[src/rtl/ssu_pkg.sv]
package ssu_pkg;
  typedef enum logic {
    WIRE_THREE = 1'b0,
    WIRE_TWO   = 1'b1
  } wire_mode_e;

  typedef struct packed {
    logic shift;
    logic count;
  } ssu_event_t;
endpackage

[src/rtl/ssu_sync.sv]
module ssu_sync #(
  parameter int W       = 1,
  parameter int STAGES  = 2,
  parameter logic [W-1:0] RST_VAL = '0
) (
  input  logic         clk,
  input  logic         rst,
  input  logic [W-1:0] d_i,
  output logic [W-1:0] q_o
);
  logic [W-1:0] stage_q [STAGES];

  for (genvar g = 0; g < STAGES; g++) begin : g_stage
    if (g == 0) begin : g_first
      always_ff @(posedge clk) begin
        if (rst) stage_q[g] <= RST_VAL;
        else     stage_q[g] <= d_i;
      end
    end else begin : g_next
      always_ff @(posedge clk) begin
        if (rst) stage_q[g] <= RST_VAL;
        else     stage_q[g] <= stage_q[g-1];
      end
    end
  end

  assign q_o = stage_q[STAGES-1];
endmodule

[src/rtl/ssu_clk_ctl.sv]
module ssu_clk_ctl
  import ssu_pkg::*;
(
  input  logic       clk,
  input  logic       rst,
  input  logic       sck_s,
  input  logic       ext_clk,
  input  logic       ext_fall,
  input  logic       cnt_soft,
  input  logic       tgl_stb,
  output ssu_event_t ev_o,
  output logic       sw_clk_o
);
  logic sck_d;
  logic sw_clk_q;
  logic rise, fall, pin_edge, sw_rise;

  always_ff @(posedge clk) begin
    if (rst) begin
      sck_d    <= 1'b0;
      sw_clk_q <= 1'b0;
    end else begin
      sck_d <= sck_s;
      if (tgl_stb && !ext_clk) sw_clk_q <= ~sw_clk_q;
    end
  end

  always_comb begin
    rise     = sck_s & ~sck_d;
    fall     = ~sck_s & sck_d;
    pin_edge = ext_fall ? fall : rise;
    sw_rise  = tgl_stb & ~sw_clk_q;
    ev_o.shift = ext_clk ? pin_edge : sw_rise;
    if (!ext_clk)     ev_o.count = tgl_stb;
    else if (cnt_soft) ev_o.count = tgl_stb;
    else              ev_o.count = rise | fall;
  end

  assign sw_clk_o = sw_clk_q;
endmodule

[src/rtl/ssu_counter.sv]
module ssu_counter #(
  parameter int CNT_W = 4
) (
  input  logic             clk,
  input  logic             rst,
  input  logic             cnt_ev,
  input  logic             wr_en,
  input  logic [CNT_W-1:0] wr_val,
  input  logic             ovf_clr,
  output logic [CNT_W-1:0] cnt_o,
  output logic             ovf_o
);
  localparam logic [CNT_W-1:0] CNT_MAX = '1;

  logic [CNT_W-1:0] cnt_q;
  logic             ovf_q;
  logic             wrap;

  assign wrap = cnt_ev && !wr_en && (cnt_q == CNT_MAX);

  always_ff @(posedge clk) begin
    if (rst) begin
      cnt_q <= '0;
      ovf_q <= 1'b0;
    end else begin
      if (wr_en)       cnt_q <= wr_val;
      else if (cnt_ev) cnt_q <= cnt_q + 1'b1;
      if (wrap)         ovf_q <= 1'b1;
      else if (ovf_clr) ovf_q <= 1'b0;
    end
  end

  assign cnt_o = cnt_q;
  assign ovf_o = ovf_q;
endmodule

[src/rtl/ssu_shreg.sv]
module ssu_shreg #(
  parameter int DATA_W = 8
) (
  input  logic              clk,
  input  logic              rst,
  input  logic              shift_ev,
  input  logic              sdi_s,
  input  logic              wr_en,
  input  logic [DATA_W-1:0] wr_val,
  output logic [DATA_W-1:0] dr_o
);
  logic [DATA_W-1:0] dr_q;

  always_ff @(posedge clk) begin
    if (rst)           dr_q <= '0;
    else if (wr_en)    dr_q <= wr_val;
    else if (shift_ev) dr_q <= {dr_q[DATA_W-2:0], sdi_s};
  end

  assign dr_o = dr_q;
endmodule

[src/rtl/ssu_twowire.sv]
module ssu_twowire
  import ssu_pkg::*;
(
  input  logic       clk,
  input  logic       rst,
  input  wire_mode_e mode,
  input  logic       sdi_s,
  input  logic       sck_s,
  input  logic       start_clr,
  input  logic       ovf_flag,
  input  logic       ext_clk,
  input  logic       sw_clk,
  input  logic       dr_msb,
  output logic       start_o,
  output logic       sda_low_o,
  output logic       scl_low_o,
  output logic       scl_hold_o
);
  logic sdi_d;
  logic start_q;
  logic start_seen;
  logic is_two;

  assign is_two     = (mode == WIRE_TWO);
  assign start_seen = is_two && sck_s && sdi_d && !sdi_s;

  always_ff @(posedge clk) begin
    if (rst) begin
      sdi_d   <= 1'b0;
      start_q <= 1'b0;
    end else begin
      sdi_d <= sdi_s;
      if (start_seen)     start_q <= 1'b1;
      else if (start_clr) start_q <= 1'b0;
    end
  end

  assign start_o    = start_q;
  assign scl_hold_o = is_two && (start_q || ovf_flag);
  assign scl_low_o  = scl_hold_o || (is_two && !ext_clk && !sw_clk);
  assign sda_low_o  = is_two && !dr_msb;
endmodule

[src/rtl/serial_shift_unit.sv]
module serial_shift_unit
  import ssu_pkg::*;
#(
  parameter int DATA_W      = 8,
  parameter int SYNC_STAGES = 2,
  localparam int CNT_W      = $clog2(2 * DATA_W)
) (
  input  logic              clk,
  input  logic              rst,
  input  logic              sdi_pin,
  input  logic              sck_pin,
  input  logic              two_wire,
  input  logic              ext_clk,
  input  logic              ext_fall,
  input  logic              cnt_soft,
  input  logic              tgl_stb,
  input  logic              cnt_wr,
  input  logic [CNT_W-1:0]  cnt_wr_val,
  input  logic              dr_wr,
  input  logic [DATA_W-1:0] dr_wr_val,
  input  logic              ovf_clr,
  input  logic              start_clr,
  output logic              sdo,
  output logic              sck_out,
  output logic              sda_low,
  output logic              scl_low,
  output logic              scl_hold,
  output logic              ovf_flag,
  output logic              start_flag,
  output logic [CNT_W-1:0]  cnt_q,
  output logic [DATA_W-1:0] dr_q
);
  logic [1:0] pins_s;
  logic       sdi_s, sck_s;
  ssu_event_t ev;
  logic       shift_ev, cnt_ev;
  logic       sw_clk;
  wire_mode_e mode;

  assign mode = two_wire ? WIRE_TWO : WIRE_THREE;

  ssu_sync #(.W(2), .STAGES(SYNC_STAGES), .RST_VAL(2'b00)) u_sync (
    .clk (clk),
    .rst (rst),
    .d_i ({sdi_pin, sck_pin}),
    .q_o (pins_s)
  );
  assign sdi_s = pins_s[1];
  assign sck_s = pins_s[0];

  ssu_clk_ctl u_clk (
    .clk      (clk),
    .rst      (rst),
    .sck_s    (sck_s),
    .ext_clk  (ext_clk),
    .ext_fall (ext_fall),
    .cnt_soft (cnt_soft),
    .tgl_stb  (tgl_stb),
    .ev_o     (ev),
    .sw_clk_o (sw_clk)
  );
  assign shift_ev = ev.shift;
  assign cnt_ev   = ev.count;

  ssu_counter #(.CNT_W(CNT_W)) u_cnt (
    .clk     (clk),
    .rst     (rst),
    .cnt_ev  (cnt_ev),
    .wr_en   (cnt_wr),
    .wr_val  (cnt_wr_val),
    .ovf_clr (ovf_clr),
    .cnt_o   (cnt_q),
    .ovf_o   (ovf_flag)
  );

  ssu_shreg #(.DATA_W(DATA_W)) u_shr (
    .clk      (clk),
    .rst      (rst),
    .shift_ev (shift_ev),
    .sdi_s    (sdi_s),
    .wr_en    (dr_wr),
    .wr_val   (dr_wr_val),
    .dr_o     (dr_q)
  );

  ssu_twowire u_tw (
    .clk        (clk),
    .rst        (rst),
    .mode       (mode),
    .sdi_s      (sdi_s),
    .sck_s      (sck_s),
    .start_clr  (start_clr),
    .ovf_flag   (ovf_flag),
    .ext_clk    (ext_clk),
    .sw_clk     (sw_clk),
    .dr_msb     (dr_q[DATA_W-1]),
    .start_o    (start_flag),
    .sda_low_o  (sda_low),
    .scl_low_o  (scl_low),
    .scl_hold_o (scl_hold)
  );

  assign sdo     = dr_q[DATA_W-1];
  assign sck_out = sw_clk;
endmodule

[config.mk]
export PLATFORM = sky130hd
export DESIGN_NAME = serial_shift_unit
export DESIGN_NICKNAME = d
export VERILOG_FILES = /design/src/rtl/ssu_pkg.sv /design/src/rtl/ssu_sync.sv /design/src/rtl/ssu_clk_ctl.sv /design/src/rtl/ssu_counter.sv /design/src/rtl/ssu_shreg.sv /design/src/rtl/ssu_twowire.sv /design/src/rtl/serial_shift_unit.sv
export SDC_FILE = /design/constraint.sdc
export NUM_CORES = 1
export LEC_CHECK = 0
export BUFFER_PORTS_ARGS = -buffer_cell sky130_fd_sc_hd__buf_2
export CORE_MARGIN = 1.5
export CORE_UTILIZATION = 47
export DETAILED_ROUTE_END_ITERATION = 6
export PLACE_DENSITY = 0.78
export SYNTH_ARGS = -nofsm -noshare
export SYNTH_HDL_FRONTEND = slang
export SYNTH_SLANG_ARGS = --single-unit
[constraint.sdc]
create_clock -name clk -period 1.87 [get_ports clk]
set_input_delay 0.187 -clock clk [delete_from_list [all_inputs] [get_ports clk]]
set_output_delay 0.187 -clock clk [all_outputs]
set_load 0.01 [all_outputs]
* After elaboration in Yosys (flattened, before gate mapping)
Memory sizes are Yosys's and may differ from the RTL's.
Index checks and enable logic that the tools add are counted.
** Word-level totals
- Register bits :: 17
- Memory bits (writable) :: 4
- Input port bits :: 25
- Output and inout port bits :: 19
- Word-level logic and storage cells :: 58
- Memories kept :: 1
** Memories
- u_sync.stage_q :: depth 2, bits a word 2, rd ports 2, clocked after Yosys merged registers in 0, wr ports 2, RTL line ssu_sync.sv:11 : logic [W-1:0] stage_q [STAGES];
** Cells by class
- Add/sub/neg operators :: 1
- Equality and inequality tests :: 1
- Muxes and demuxes :: 18
- Bitwise logic cells :: 9
- Reductions and logical operators :: 21
** Operator list (count)
- $mux W8 :: 2
- $mux W1 :: 12
- $logic_and A1 B1 Y1 :: 10
- $mux W4 :: 2
- $reduce_bool A2 Y1 :: 4
- $logic_not A1 Y1 :: 5
- $add A4 B1 Y4 const B :: 1
- $eq A4 B4 Y1 const B :: 1
- $mux W2 :: 2
- $and A1 B1 Y1 :: 3
- $not A1 Y1 :: 3
- $or A1 B1 Y1 :: 3
- $logic_or A1 B1 Y1 :: 2

* Logic depth before layout (Yosys ltp)
- Depth after elaboration :: 8
- Depth in mapped cells :: 5
- Depth with buffers taken out :: 5

* Cells and area by module
A second synthesis with hierarchy kept.
** Unflattened totals
- Cells, all modules :: 97
- Area, all modules :: 967.2 sq um
** By module, submodules not included
- ssu_shreg :: instances 1, cells each 35, area each 369.1 sq um, sequential area each 160.2 sq um
- ssu_counter :: instances 1, cells each 27, area each 257.7 sq um, sequential area each 100.1 sq um
- ssu_clk_ctl :: instances 1, cells each 16, area each 136.4 sq um, sequential area each 40.0 sq um
- ssu_sync :: instances 1, cells each 8, area each 105.1 sq um, sequential area each 80.1 sq um
- ssu_twowire :: instances 1, cells each 10, area each 91.3 sq um, sequential area each 40.0 sq um
- serial_shift_unit :: instances 1, cells each 1, area each 7.5 sq um, sequential area each 0.0 sq um

* Worst setup path after synthesis
Ideal clock, no wire load.
- Kind :: reg2reg
- From :: mem u_sync.stage_q[1][0]
- To :: reg u_shr.dr_q[0] (netlist: u_shr.dr_o[0])
- Library setup time :: 0.072 ns
- Data arrival time :: 1.495 ns
- Data required time :: 1.798 ns
- Path slack :: 0.303 ns
- Cell stages (with the launch flop) :: 6
- Path buffers :: 0
- Period minus slack after synthesis :: 1.567 ns
- Path through :: dfxtp_1 -> inv_1 -> ha_1 -> mux2_2 -> a221oi_4 -> mux2i_1
** RTL lines
- from (decl) :: RTL line ssu_sync.sv:11
- to (signal assigned) :: RTL line ssu_shreg.sv:16 : else if (wr_en) dr_q <= wr_val;
- to (signal assigned) :: RTL line ssu_shreg.sv:17 : else if (shift_ev) dr_q <= {dr_q[DATA_W-2:0], sdi_s};
- to (decl) :: RTL line ssu_shreg.sv:12 : logic [DATA_W-1:0] dr_q;

* Worst setup path after layout
- From :: reg u_clk.sck_d
- To :: reg u_cnt.cnt_q[2] (netlist: u_cnt.cnt_o[2])
** On the way
- Longest elaborated chain between the ends :: 6
- Elaborated cells on any way between the ends :: 7
- Those cells by class :: mux (2); bitwise (4); reduce/logical (1)
** Ends and longest elaborated chain
- from (decl) :: RTL line ssu_clk_ctl.sv:14 : logic sck_d;
- from (signal assigned) :: RTL line ssu_clk_ctl.sv:23 : sck_d <= sck_s;
- $not A1 Y1 :: RTL line ssu_clk_ctl.sv:29 : rise = sck_s & ~sck_d;
- $and A1 B1 Y1 :: RTL line ssu_clk_ctl.sv:29
- $or A1 B1 Y1 (*) :: RTL line ssu_clk_ctl.sv:36 : else ev_o.count = rise | fall;
- $mux W1 (*) :: RTL line ssu_clk_ctl.sv:35 : else if (cnt_soft) ev_o.count = tgl_stb;
- $mux W1 (*) :: RTL line ssu_clk_ctl.sv:34 : if (!ext_clk) ev_o.count = tgl_stb;
- $reduce_bool A2 Y1 (no source line) (*)
- to (signal assigned) :: RTL line ssu_counter.sv:26 : if (wr_en) cnt_q <= wr_val;
- to (signal assigned) :: RTL line ssu_counter.sv:27 : else if (cnt_ev) cnt_q <= cnt_q + 1'b1;
- to (decl) :: RTL line ssu_counter.sv:15 : logic [CNT_W-1:0] cnt_q;
Every way passes the cells marked *; elsewhere a longest branch is shown, timed or not.
A chain may end at the register's enable or synchronous reset.

==> results.cfg <==
[synth]
synth_common_cells = dfxtp_1 (21), nand2_1 (18), mux2_2 (9)
synth_edf_count = 0
yosysMostFrequentCell = dfxtp_1
yosysSeqAreaShare_pct = 38.18
syn_area_sq_um = 1101
synthFlopType = dfxtp_1
synthCells = 116
synth_area_leader_cell = dfxtp_1
synth.avg_cell_area_sq_um = 9.492
synth_async_sr_flop_share_pct = 0
ys_ff_latch = 21
yosysWarningCount = 0
yosysTopAreaCellShare_pct = 38.18
yosys-top-cells-area = dfxtp_1 (38%), mux2_2 (9.2%), mux2i_1 (7.3%)
ys_types = 38
synth_nets = 144

[setup_path]
critPathKind = register to register
cp-start-kind = register
crit_path_end_kind = register
critPathRequiredTime_ns = 2.03
cp_max_fo = 4
arrival_ns = 1.79

[sta]
setup_slack_ns = 0.2344
setup_tns_ns = 0
slew_headroom_pct = 70.31
max_freq_ghz = 0.6114
hold_viol = 0
worst_slew_pin_slew_ns = 0.4342
fin_crit_ns = 1.636
setup_viol = 0
period_share_pct = 87.47
skew_ns = 0.002934
slew_violations = 0
rsz0062_at_grt = false

[clock_tree]
cts_resized = 0
cts_tree = yes
cts-root-buf = clkbuf_4
clkLatencyLatePin_ns = 0.29
htreeDepth = 1
cts_buffers = 3
cts_setup_buffers = 0
postCtsHoldBufs = 0
path_clk_slew_ns = 0.11
clockBufferDepth = 2
cts_sinks = 21

[power]
clkPwrFrac_pct = 23.9
ir_worst_vdd_uv = 407.4
internal_power_uw = 647.0
combPwrFrac_pct = 20.5
p_leak_nw = 0.6389
power.share.sequential_pct = 55.7
p_sw_uw = 240.4
switching_share_pct = 27.09
cellPowerDensity_nw_per_um2 = 650.1

[detailed_routing]
avgViaCountPerCell = 5.150
drt_iter0_markers = 26
route.detailed.drc = 0
wirelength_microns = 2322
drt_pass1_iterations = 4
drtAntennaViolNets = 0
wl_per_cell_microns = 12.42
num_vias = 963

[place]
place_inst = 183
place_congestion = 0.8173
placed_area_sq_um = 1339
dp_hpwl_microns = 1789
dpl_worst_slack_ns = 0.1994
portBuffers = 43

[hold_path]
holdCritPathClass = input port to register

[grt]
track_usage_pct = 19.58
grt_pass1_vias = 910
grt_first_pass_wirelength_microns = 3939
grt_start_max_net_pins = 17
grt_overflow = 0
antenna_found_initial = 0

[layout]
drive_gt1_share_pct = 37.11
antenna_cells = 0
postLayoutCellArea_sq_um = 1365
fin_cells = 187
fin_nets = 188
fillers = 213
area_growth_pct = 23.98

[floorplanning]
die_area_sq_um = 2642
ios = 44
initial_utilization_pct = 49.77
fp.coreArea_sq_um = 2212
fp.dieH_microns = 51.40
die_w_microns = 51.40
rows = 17

[job]
max_cap_violations = 0

[outcome]
status = completed
-- cell usage in the layout, fill, tap and decap left out, drive strengths merged, types with 3 or more instances in the layout --
| cell type | count |
|---|---|
| nand2b | 3 |
| clkbuf | 4 |
| dfxtp | 21 |
| ha | 3 |
| nor2b | 7 |
| nor2 | 6 |
| nand2 | 18 |
| mux2i | 8 |
| buf | 45 |
| mux2 | 9 |
| inv | 4 |
| a21oi | 4 |
-- routing by layer --
metal  share of wire [%]  global-route usage, %  up-vias
met1                  46                  24.01      433
met3                 4.6                  2.632        2
li1                    -                      -      499
met4                0.73                  6.579        0
met5                   0                      0        -
met2                  49                  34.83       29
-- state kept, by name, summed over array words and instances (netlist names) --
signal,cells
u_cnt.ovf_o,1
u_sync.stage_q,4
u_tw.start_o,1
u_clk.sck_d,1
u_clk.sw_clk_o,1
u_cnt.cnt_o,4
u_shr.dr_o,8
u_tw.sdi_d,1
-- worst paths after layout --
| path | startpoint | to | slack [ns] | cells after the start |
|---|---|---|---|---|
| max | u_clk.sck_d$_SDFF_PP0_ | u_cnt.cnt_o[2]$_SDFFE_PP0P_ | 0.23 | 5 |
| min | sdi_pin | u_sync.stage_q[0][1]$_SDFF_PP0_ | 0.10 | 2 |
| max reg2reg | u_clk.sck_d$_SDFF_PP0_ | u_cnt.cnt_o[2]$_SDFFE_PP0P_ | 0.23 | 5 |
| min reg2reg | u_sync.stage_q[0][1]$_SDFF_PP0_ | u_sync.stage_q[1][1]$_SDFF_PP0_ | 0.45 | 1 |
-- metrics by stage --
stage	power (mW)	hold slack, ns	util (%)
2_1_floorplan	0.6130	0.2638	-
3_3_place_gp	0.6786	0.3942	60.52
3_5_place_dp	0.6862	0.4070	60.52
4_1_cts	0.8955	0.09670	61.71
5_1_grt	0.9346	0.1184	61.71
6_report	0.8875	0.1034	61.71
-- final cells by class --
type | instances | area (sq um) | share of cell area, %
multi-input cells | 84 | 634.4 | 46.47
clock buffers | 4 | 26.28 | 1.925
inverters | 5 | 18.77 | 1.375
flip-flops and latches | 21 | 420.4 | 30.80
repair buffers | 45 | 230.2 | 16.87
well taps | 28 | 35.03 | 2.566
-- critical path, cell delays in order, from the launching register on --
cell and delay (ns):
dfxtp_1 0.35, inv_1 0.05, ha_1 0.31, nand3b_1 0.17
o2111a_1 0.19, a2111oi_0 0.44
-- power groups by stage --
stage	sequential, mW	clock, mW	combinational, mW
floorplan	0.511	0	0.102
global placement	0.503	0	0.176
detailed placement	0.504	0	0.182
CTS	0.494	0.219	0.183
global route	0.499	0.234	0.201
finish	0.494	0.212	0.182
-- cell families (layout without fill, tap and decap cells) --
logic type / Yosys count / count (layout) / synth area share, %
mux: 17 / 17 / 16.48
compound gates: 21 / 21 / 16.82
flops: 21 / 21 / 38.18
fa+ha+maj: 3 / 3 / 3.409
simple gates: 43 / 43 / 20.91
buf+inv: 11 / 54 / 4.203
(Power assumes the default switching activity.)
